===== src/rtl/intr_pkg.sv =====
package intr_pkg;
  localparam int SEL_W = 4;

  typedef struct packed {
    logic             srcWr;
    logic [SEL_W-1:0] srcSel;
    logic             ackClr;
    logic             nmiFall;
  } ctrl_strobe_t;

  typedef enum logic [1:0] {PWR_RUN, PWR_WAIT, PWR_STOP} pwr_state_t;
endpackage


===== src/rtl/intr_filter.sv =====
module intr_filter #(
  parameter int HOLD_CYC = 50
) (
  input  logic clk,
  input  logic rstN,
  input  logic pinIn,
  output logic filtLvl
);
  localparam int CNT_W = $clog2(HOLD_CYC + 1);
  localparam logic [CNT_W-1:0] LIM = CNT_W'(HOLD_CYC - 1);

  logic syncA, syncB;
  logic [CNT_W-1:0] cnt;

  always_ff @(posedge clk or negedge rstN) begin
    if (!rstN) begin
      syncA <= 1'b0;
      syncB <= 1'b0;
      cnt <= '0;
      filtLvl <= 1'b0;
    end else begin
      syncA <= pinIn;
      syncB <= syncA;
      if (syncB == filtLvl) begin
        cnt <= '0;
      end else if (cnt == LIM) begin
        filtLvl <= syncB;
        cnt <= '0;
      end else begin
        cnt <= cnt + 1'b1;
      end
    end
  end

  // the filtered level moves only after a full hold window
  p_filter_hold_r5: assert property (@(posedge clk) disable iff (!rstN)
    !$stable(filtLvl) |-> $past(cnt) == LIM);
endmodule


===== src/rtl/intr_ctrl.sv =====
module intr_ctrl
  import intr_pkg::*;
#(
  parameter int NUM_SRC = 6,
  parameter int ADDR_W = 3
) (
  input  logic              clk,
  input  logic              rstN,
  input  logic              nmiPin,
  input  logic [ADDR_W-1:0] regAddr,
  input  logic              regWr,
  input  logic              wrBit0,
  input  logic              ackRd,
  input  logic              waitReq,
  input  logic              stopReq,
  input  logic              irqPending,
  output ctrl_strobe_t      strb,
  output logic [7:0]        ctrlRdata,
  output logic              cpuClkEn,
  output logic              oscRun
);
  localparam logic [ADDR_W-1:0] MODE_ADDR = ADDR_W'(NUM_SRC);
  localparam logic [ADDR_W-1:0] PORT_ADDR = ADDR_W'(NUM_SRC + 1);

  logic nmiS1, nmiS2, nmiPrev, stopEn;
  pwr_state_t pwr;

  always_ff @(posedge clk or negedge rstN) begin
    if (!rstN) begin
      nmiS1 <= 1'b1;
      nmiS2 <= 1'b1;
      nmiPrev <= 1'b1;
    end else begin
      nmiS1 <= nmiPin;
      nmiS2 <= nmiS1;
      nmiPrev <= nmiS2;
    end
  end

  always_comb begin
    strb.srcWr = regWr && (int'(regAddr) < NUM_SRC);
    strb.srcSel = SEL_W'(regAddr);
    strb.ackClr = ackRd;
    strb.nmiFall = nmiPrev && !nmiS2;
  end

  always_ff @(posedge clk or negedge rstN) begin
    if (!rstN) stopEn <= 1'b0;
    else if (!nmiS2) stopEn <= 1'b0;
    else if (regWr && regAddr == MODE_ADDR) stopEn <= wrBit0;
  end

  always_ff @(posedge clk or negedge rstN) begin
    if (!rstN) begin
      pwr <= PWR_RUN;
    end else begin
      case (pwr)
        PWR_RUN: begin
          if (stopReq && stopEn) pwr <= PWR_STOP;
          else if (waitReq) pwr <= PWR_WAIT;
        end
        default: if (irqPending) pwr <= PWR_RUN;
      endcase
    end
  end

  assign cpuClkEn = (pwr == PWR_RUN);
  assign oscRun = (pwr != PWR_STOP);

  always_comb begin
    ctrlRdata = 8'h00;
    if (regAddr == MODE_ADDR) ctrlRdata[0] = stopEn;
    else if (regAddr == PORT_ADDR) ctrlRdata[0] = nmiS2;
  end

  // a low non-maskable line forces the stop enable off
  p_stop_blocked_r4: assert property (@(posedge clk) disable iff (!rstN)
    !nmiS2 |=> !stopEn);
  // a stop request without the enable leaves the clock running
  p_stop_refused_r9: assert property (@(posedge clk) disable iff (!rstN)
    (cpuClkEn && stopReq && !waitReq && !stopEn) |=> cpuClkEn);
  // wait keeps the oscillator alive
  p_wait_osc_r9: assert property (@(posedge clk) disable iff (!rstN)
    (cpuClkEn && waitReq && !stopReq) |=> oscRun);
endmodule


===== src/rtl/intr_dpath.sv =====
module intr_dpath
  import intr_pkg::*;
#(
  parameter int NUM_SRC = 6,
  parameter int LVL_W = 3,
  parameter int NUM_W = 3,
  parameter int ADDR_W = 3
) (
  input  logic               clk,
  input  logic               rstN,
  input  logic [NUM_SRC-1:0] filtLvl,
  input  ctrl_strobe_t       strb,
  input  logic [7:0]         wdata,
  input  logic [ADDR_W-1:0]  rdSel,
  input  logic [LVL_W-1:0]   cpuIpl,
  output logic [7:0]         srcRdata,
  output logic               ackValid,
  output logic [NUM_W-1:0]   ackNum,
  output logic [LVL_W-1:0]   ackLvl,
  output logic               irqPending
);
  localparam logic [NUM_W-1:0] NMI_NUM = '1;
  localparam logic [LVL_W-1:0] NMI_LVL = '1;

  logic [NUM_SRC-1:0] reqR, polR, prevX, xVec, setVec;
  logic [LVL_W-1:0]   lvlR [NUM_SRC];
  logic               nmiLatch, found;
  logic [NUM_W-1:0]   bestIdx;
  logic [LVL_W-1:0]   bestLvl;

  assign xVec = filtLvl ^ polR;
  assign setVec = xVec & ~prevX;

  always_ff @(posedge clk or negedge rstN) begin
    if (!rstN) prevX <= '0;
    else prevX <= xVec;
  end

  always_comb begin
    bestLvl = '0;
    bestIdx = '0;
    for (int i = 0; i < NUM_SRC; i++) begin
      if (reqR[i] && lvlR[i] > bestLvl) begin
        bestLvl = lvlR[i];
        bestIdx = NUM_W'(i);
      end
    end
    found = (bestLvl != '0);
  end

  for (genvar g = 0; g < NUM_SRC; g++) begin : g_src
    logic selWr, wrClr, ackHit;
    assign selWr = strb.srcWr && (int'(strb.srcSel) == g);
    assign wrClr = selWr && !wdata[7];
    assign ackHit = strb.ackClr && !nmiLatch && found && (int'(bestIdx) == g);

    always_ff @(posedge clk or negedge rstN) begin
      if (!rstN) begin
        reqR[g] <= 1'b0;
        polR[g] <= 1'b0;
        lvlR[g] <= '0;
      end else begin
        reqR[g] <= (reqR[g] && !(wrClr || ackHit)) || setVec[g];
        if (selWr) begin
          polR[g] <= wdata[3];
          lvlR[g] <= wdata[LVL_W-1:0];
        end
      end
    end

    // a hardware set is never lost to a clear in the same cycle
    p_hw_wins_r7: assert property (@(posedge clk) disable iff (!rstN)
      setVec[g] |=> reqR[g]);
  end

  always_ff @(posedge clk or negedge rstN) begin
    if (!rstN) nmiLatch <= 1'b0;
    else nmiLatch <= strb.nmiFall || (nmiLatch && !strb.ackClr);
  end

  assign ackValid = nmiLatch || found;
  assign ackNum = nmiLatch ? NMI_NUM : bestIdx;
  assign ackLvl = nmiLatch ? NMI_LVL : bestLvl;
  assign irqPending = nmiLatch || (found && bestLvl > cpuIpl);

  always_comb begin
    srcRdata = 8'h00;
    for (int i = 0; i < NUM_SRC; i++) begin
      if (int'(rdSel) == i) begin
        srcRdata[7] = reqR[i];
        srcRdata[3] = polR[i];
        srcRdata[LVL_W-1:0] = lvlR[i];
      end
    end
  end

  // the acknowledged maskable winner loses its request
  p_ack_clear_r2: assert property (@(posedge clk) disable iff (!rstN)
    (strb.ackClr && !nmiLatch && found && !setVec[bestIdx]) |=> !reqR[$past(bestIdx)]);
  // the non-maskable request survives until acknowledged
  p_nmi_hold_r3: assert property (@(posedge clk) disable iff (!rstN)
    (nmiLatch && !strb.ackClr) |=> nmiLatch);
endmodule


===== src/rtl/intr_unit.sv =====
module intr_unit
  import intr_pkg::*;
#(
  parameter int NUM_SRC = 6,
  parameter int LVL_W = 3,
  parameter int CLK_MHZ = 200,
  parameter int MIN_NS = 250,
  parameter int NUM_W = $clog2(NUM_SRC + 1),
  parameter int ADDR_W = $clog2(NUM_SRC + 2)
) (
  input  logic               clk,
  input  logic               rstN,
  input  logic [NUM_SRC-1:0] intPin,
  input  logic               nmiPin,
  input  logic [ADDR_W-1:0]  regAddr,
  input  logic               regWr,
  input  logic [7:0]         regWdata,
  output logic [7:0]         regRdata,
  input  logic               ackRd,
  output logic               ackValid,
  output logic [NUM_W-1:0]   ackNum,
  output logic [LVL_W-1:0]   ackLvl,
  input  logic [LVL_W-1:0]   cpuIpl,
  output logic               irqPending,
  input  logic               waitReq,
  input  logic               stopReq,
  output logic               cpuClkEn,
  output logic               oscRun
);
  localparam int RAW_CYC = (MIN_NS * CLK_MHZ + 999) / 1000;
  localparam int FILT_CYC = (RAW_CYC < 1) ? 1 : RAW_CYC;

  logic [NUM_SRC-1:0] filtLvl;
  logic [7:0] srcRdata, ctrlRdata;
  ctrl_strobe_t strb;

  for (genvar g = 0; g < NUM_SRC; g++) begin : g_filt
    intr_filter #(.HOLD_CYC(FILT_CYC)) u_filt (
      .clk(clk), .rstN(rstN), .pinIn(intPin[g]), .filtLvl(filtLvl[g]));
  end

  intr_ctrl #(.NUM_SRC(NUM_SRC), .ADDR_W(ADDR_W)) u_ctrl (
    .clk(clk), .rstN(rstN), .nmiPin(nmiPin), .regAddr(regAddr),
    .regWr(regWr), .wrBit0(regWdata[0]), .ackRd(ackRd),
    .waitReq(waitReq), .stopReq(stopReq), .irqPending(irqPending),
    .strb(strb), .ctrlRdata(ctrlRdata), .cpuClkEn(cpuClkEn), .oscRun(oscRun));

  intr_dpath #(.NUM_SRC(NUM_SRC), .LVL_W(LVL_W), .NUM_W(NUM_W), .ADDR_W(ADDR_W)) u_dpath (
    .clk(clk), .rstN(rstN), .filtLvl(filtLvl), .strb(strb), .wdata(regWdata),
    .rdSel(regAddr), .cpuIpl(cpuIpl), .srcRdata(srcRdata), .ackValid(ackValid),
    .ackNum(ackNum), .ackLvl(ackLvl), .irqPending(irqPending));

  assign regRdata = (int'(regAddr) < NUM_SRC) ? srcRdata : ctrlRdata;

  // a reported non-maskable request always shows as pending
  p_nmi_pend_r8: assert property (@(posedge clk) disable iff (!rstN)
    (ackValid && ackNum == '1) |-> irqPending);
endmodule


===== config.mk =====
export PLATFORM = sky130hd
export DESIGN_NAME = intr_unit
export DESIGN_NICKNAME = d
export VERILOG_FILES = /design/src/rtl/intr_pkg.sv /design/src/rtl/intr_filter.sv /design/src/rtl/intr_ctrl.sv /design/src/rtl/intr_dpath.sv /design/src/rtl/intr_unit.sv
export SDC_FILE = /design/constraint.sdc
export NUM_CORES = 1
export LEC_CHECK = 0
export ABC_CLOCK_PERIOD_IN_PS = 23800
export BUFFER_PORTS_ARGS = -buffer_cell sky130_fd_sc_hd__buf_2
export CORE_ASPECT_RATIO = 1.1
export CORE_MARGIN = 2
export CORE_UTILIZATION = 65
export CTS_CLUSTER_DIAMETER = 100
export CTS_CLUSTER_SIZE = 12
export DETAILED_ROUTE_END_ITERATION = 10
export HOLD_SLACK_MARGIN = 0.15
export PLACE_DENSITY = 0.86
export SETUP_SLACK_MARGIN = 0.3
export SLEW_MARGIN = 30
export SYNTH_ARGS = -nofsm -noshare
export SYNTH_HDL_FRONTEND = slang
export SYNTH_SLANG_ARGS = --single-unit

===== constraint.sdc =====
create_clock -name clk -period 23.8 [get_ports clk]
set_clock_uncertainty 0.2 [all_clocks]
set_input_delay 2.38 -clock clk [delete_from_list [all_inputs] [get_ports clk]]
set_output_delay 2.38 -clock clk [all_outputs]
set_load 0.1 [all_outputs]

==> out/metrics.yaml <==
setup_path:
  crit_arrival_ns: 9.74
  crit_fanout: 8
  r2r_start: "u_dpath.reqR[0]"
  crit_required_ns: 21.22
  worst_setup_path_start_kind: "register"
  crit_path_max_incr_delay_ns: 0.46
  cpMaxStageDelayCell: "dfrtp_1"
  crit_family: "compound AO/OA/AOI/OAI gates"
  cp-startpoint: "u_dpath.reqR[0]"
  crit_path_end_kind: "output pin"
  crit_top_cell: "ha_1"
  path_class: "reg -> out"
  path_buf_inv: 2
sta:
  fin_crit_sh_pct: 51.75
  worst_hold_slack_ns: 0.1543
  setup_viol_count_final: 0
  timing.slew.headroom_pct: 47.58
  tns_ns: 0
  maxSlewViolCount: 0
  max_freq_mhz: 81.20
  rsz0062_at_grt: "no"
  hold_violations: 0
  setup_ws_ns: 11.48
  worstMarginPinSlew_ns: 0.7804
  fin_crit_ns: 12.32
yosys:
  netlist_instances: 524
  synth_compound_area_share_pct: 15.50
  muxShareOfSynthArea_pct: 8.697
  yosysTopAreaCellShare_pct: 43.83
  synth_top_family_by_area: "simple AND/OR/NAND/NOR gates"
  synth_adder_area_share_pct: 5.316
  synth_edf_count: 0
  ys_warn_count: 0
  synth_top_cell_by_area: "dfrtp_1"
  ys_ff_latch: 97
  synthArstFlopShare_pct: 100.0
  synthTopCellsByCount: "dfrtp_1, nor2_1, nand2_1, inv_1, o21ai_0"
  syn_area_mm2: 0.005366
  synth_area_leaders: "dfrtp_1, mux2_2, ha_1, nor2_1, xor2_1"
  yosysMostFrequentCell: "dfrtp_1"
  synth_xor_area_share_pct: 5.875
  synth-simple-area-share_pct: 15.95
  yosysSeqAreaShare_pct: 45.30
  ys.flop_type: "dfrtp_1"
  synth.distinct_cells: 72
  avgSynthCellArea_um2: 10.24
clocking:
  clock_sinks: 97
  htree_levels: 3
  cts_made_buffers: 9
  cts_resized: 0
  clk_latency_ns: 0.36
  clk_path_buf_depth: 2
  holdBufCountCts: 0
  post_cts.repair.setup_buffers: 0
  path_clk_slew_ns: 0.09
  cts_root_buffer: "clkbuf_8"
  cts_tree: "yes"
floorplan:
  coreArea_mm2: 0.007955
  die_area_mm2: 0.009000
  die_w_um: 90.64
  rows: 34
  pin_count: 45
  die_y_um: 99.30
  start_util_pct: 67.46
hold_path:
  hp-class: "reg -> reg"
  min_from: "g_filt[0].u_filt.syncA"
flow_run:
  maxCapViolations: 0
power:
  vdd_drop_max_v: 0.00006193
  p_leak_nw: 2.652
  power_density_mw_per_mm2: 133.1
layout:
  ff_latch_area_mm2: 0.002431
  diodes: 0
  multi_input_area_mm2: 0.002771
  fill_cells: 561
  fin_area_mm2: 0.005831
  fin_util_pct: 73.29
  drive_gt1_share_pct: 19.40
  design.final.nets: 611
  areaGrowthSynthToFinish_pct: 8.650
detailed_routing:
  drc: 0
  ant_nets: 0
  vias_per_cell: 6.018
  vias: 4062
  drt_first_pass_iters: 5
  first_iter_violations: 330
  wl_um: 11230
  wl_per_cell_um: 16.64
grt:
  grt_use_met1_pct: 33.54
  met2_usage_pct: 45.35
  grt.overflow.total: 0
  met3_usage_pct: 5.758
  grt_pass1_vias: 4098
  grt_pass1_wl_um: 19060
  antenna_found_initial: 0
  grt_max_degree: 86
  grt_use_total_pct: 26.56
  grt_busiest_layer: "met2"
place:
  dp_hpwl_um: 8281
  dpl-instance-area_mm2: 0.005645
  post-place-ws_ns: 12.10
  io_buffer_count: 38
  place.gp.congestion: 0.9416
status:
  status: "complete, no violations"
-- through the flow --
| step | power, mW | cells |
|---|---|---|
| after global routing | 0.8255 | 675 |
| final | 0.7762 | 675 |
| after CTS | 0.7739 | 675 |
| after floorplan | 0.5916 | 526 |
| after global placement | 0.6590 | 659 |
| after detailed placement | 0.6758 | 659 |
-- cells in the final DEF, fill, tap and decap left out, types with 7 or more instances in the layout --
| cell | instances |
|---|---|
| xor2_1 | 24 |
| dfrtp_1 | 94 |
| nand2b_1 | 14 |
| xnor2_1 | 12 |
| nor2_1 | 64 |
| ha_1 | 22 |
| mux2_2 | 27 |
| buf_2 | 37 |
| clkbuf_8 | 9 |
| nor2b_1 | 7 |
| inv_1 | 29 |
| a21oi_1 | 10 |
| o21a_1 | 7 |
| and2_1 | 7 |
| nand3_1 | 23 |
| o21ai_0 | 29 |
| nand4_1 | 7 |
| nand2_1 | 37 |
-- kinds of logic (layout without fill, tap and decap cells) --
| group | Yosys count | after routing |
|---|---|---|
| buffers and inverters | 43 | 84 |
| AOI/OAI and AO/OA | 109 | 109 |
| muxes | 37 | 37 |
| other | 1 | 3 |
| adders and majority gates | 23 | 23 |
| and+or+nand+nor | 178 | 178 |
| DFF | 97 | 97 |
| xor gates and xnor gates | 36 | 36 |
-- cell type report --
class / instances / share of cell area [%]
multi-input combinational: 386 / 47.53
sequential: 97 / 41.70
inverter: 29 / 1.867
clock inverter: 6 / 0.9013
clock buffer: 10 / 2.189
tap: 108 / 2.318
timing repair buffer: 39 / 3.498
-- final timing paths --
path,cells past startpoint,to,slack (ns)
min in group asynchronous,1,g_filt[3].u_filt.cnt[2],1.65
max in group asynchronous,2,u_dpath.reqR[4],20.80
setup reg to reg,40,u_ctrl.pwr[0],14.37
setup / recovery,40,irqPending,11.48
hold reg to reg,0,g_filt[0].u_filt.syncB,0.15
hold / removal,0,g_filt[0].u_filt.syncB,0.15
-- sequential cells by signal, summed over array words and instances (netlist names) --
name                   flops
g_filt.u_filt.syncA        6
u_dpath.lvlR              18
g_filt.u_filt.cnt         36
u_ctrl.stopEn              1
u_ctrl.pwr                 2
u_ctrl.nmiS1               1
u_dpath.reqR               6
u_dpath.nmiLatch           1
u_ctrl.nmiS2               1
u_dpath.polR               6
g_filt.u_filt.filtLvl      6
u_dpath.prevX              6
u_ctrl.nmiPrev             1
g_filt.u_filt.syncB        6
-- report_power, final --
group / leakage (nW) / total, mW / switching (mW) / internal [mW]
Combinational: 1.35 / 0.471 / 0.322 / 0.148
Sequential: 1.22 / 0.209 / 0.0247 / 0.184
Clock: 0.0850 / 0.0967 / 0.0573 / 0.0394
Total: 2.65 / 0.776 / 0.404 / 0.372
-- routing by layer --
| metal | vias to the layer above | wire (um) |
|---|---|---|
| met5 | - | 0 |
| met4 | 0 | 355 |
| met3 | 34 | 733 |
| met2 | 157 | 5421 |
| met1 | 1960 | 4722 |
| li1 | 1911 | - |
No activity file was read; power rests on OpenSTA's default activity.
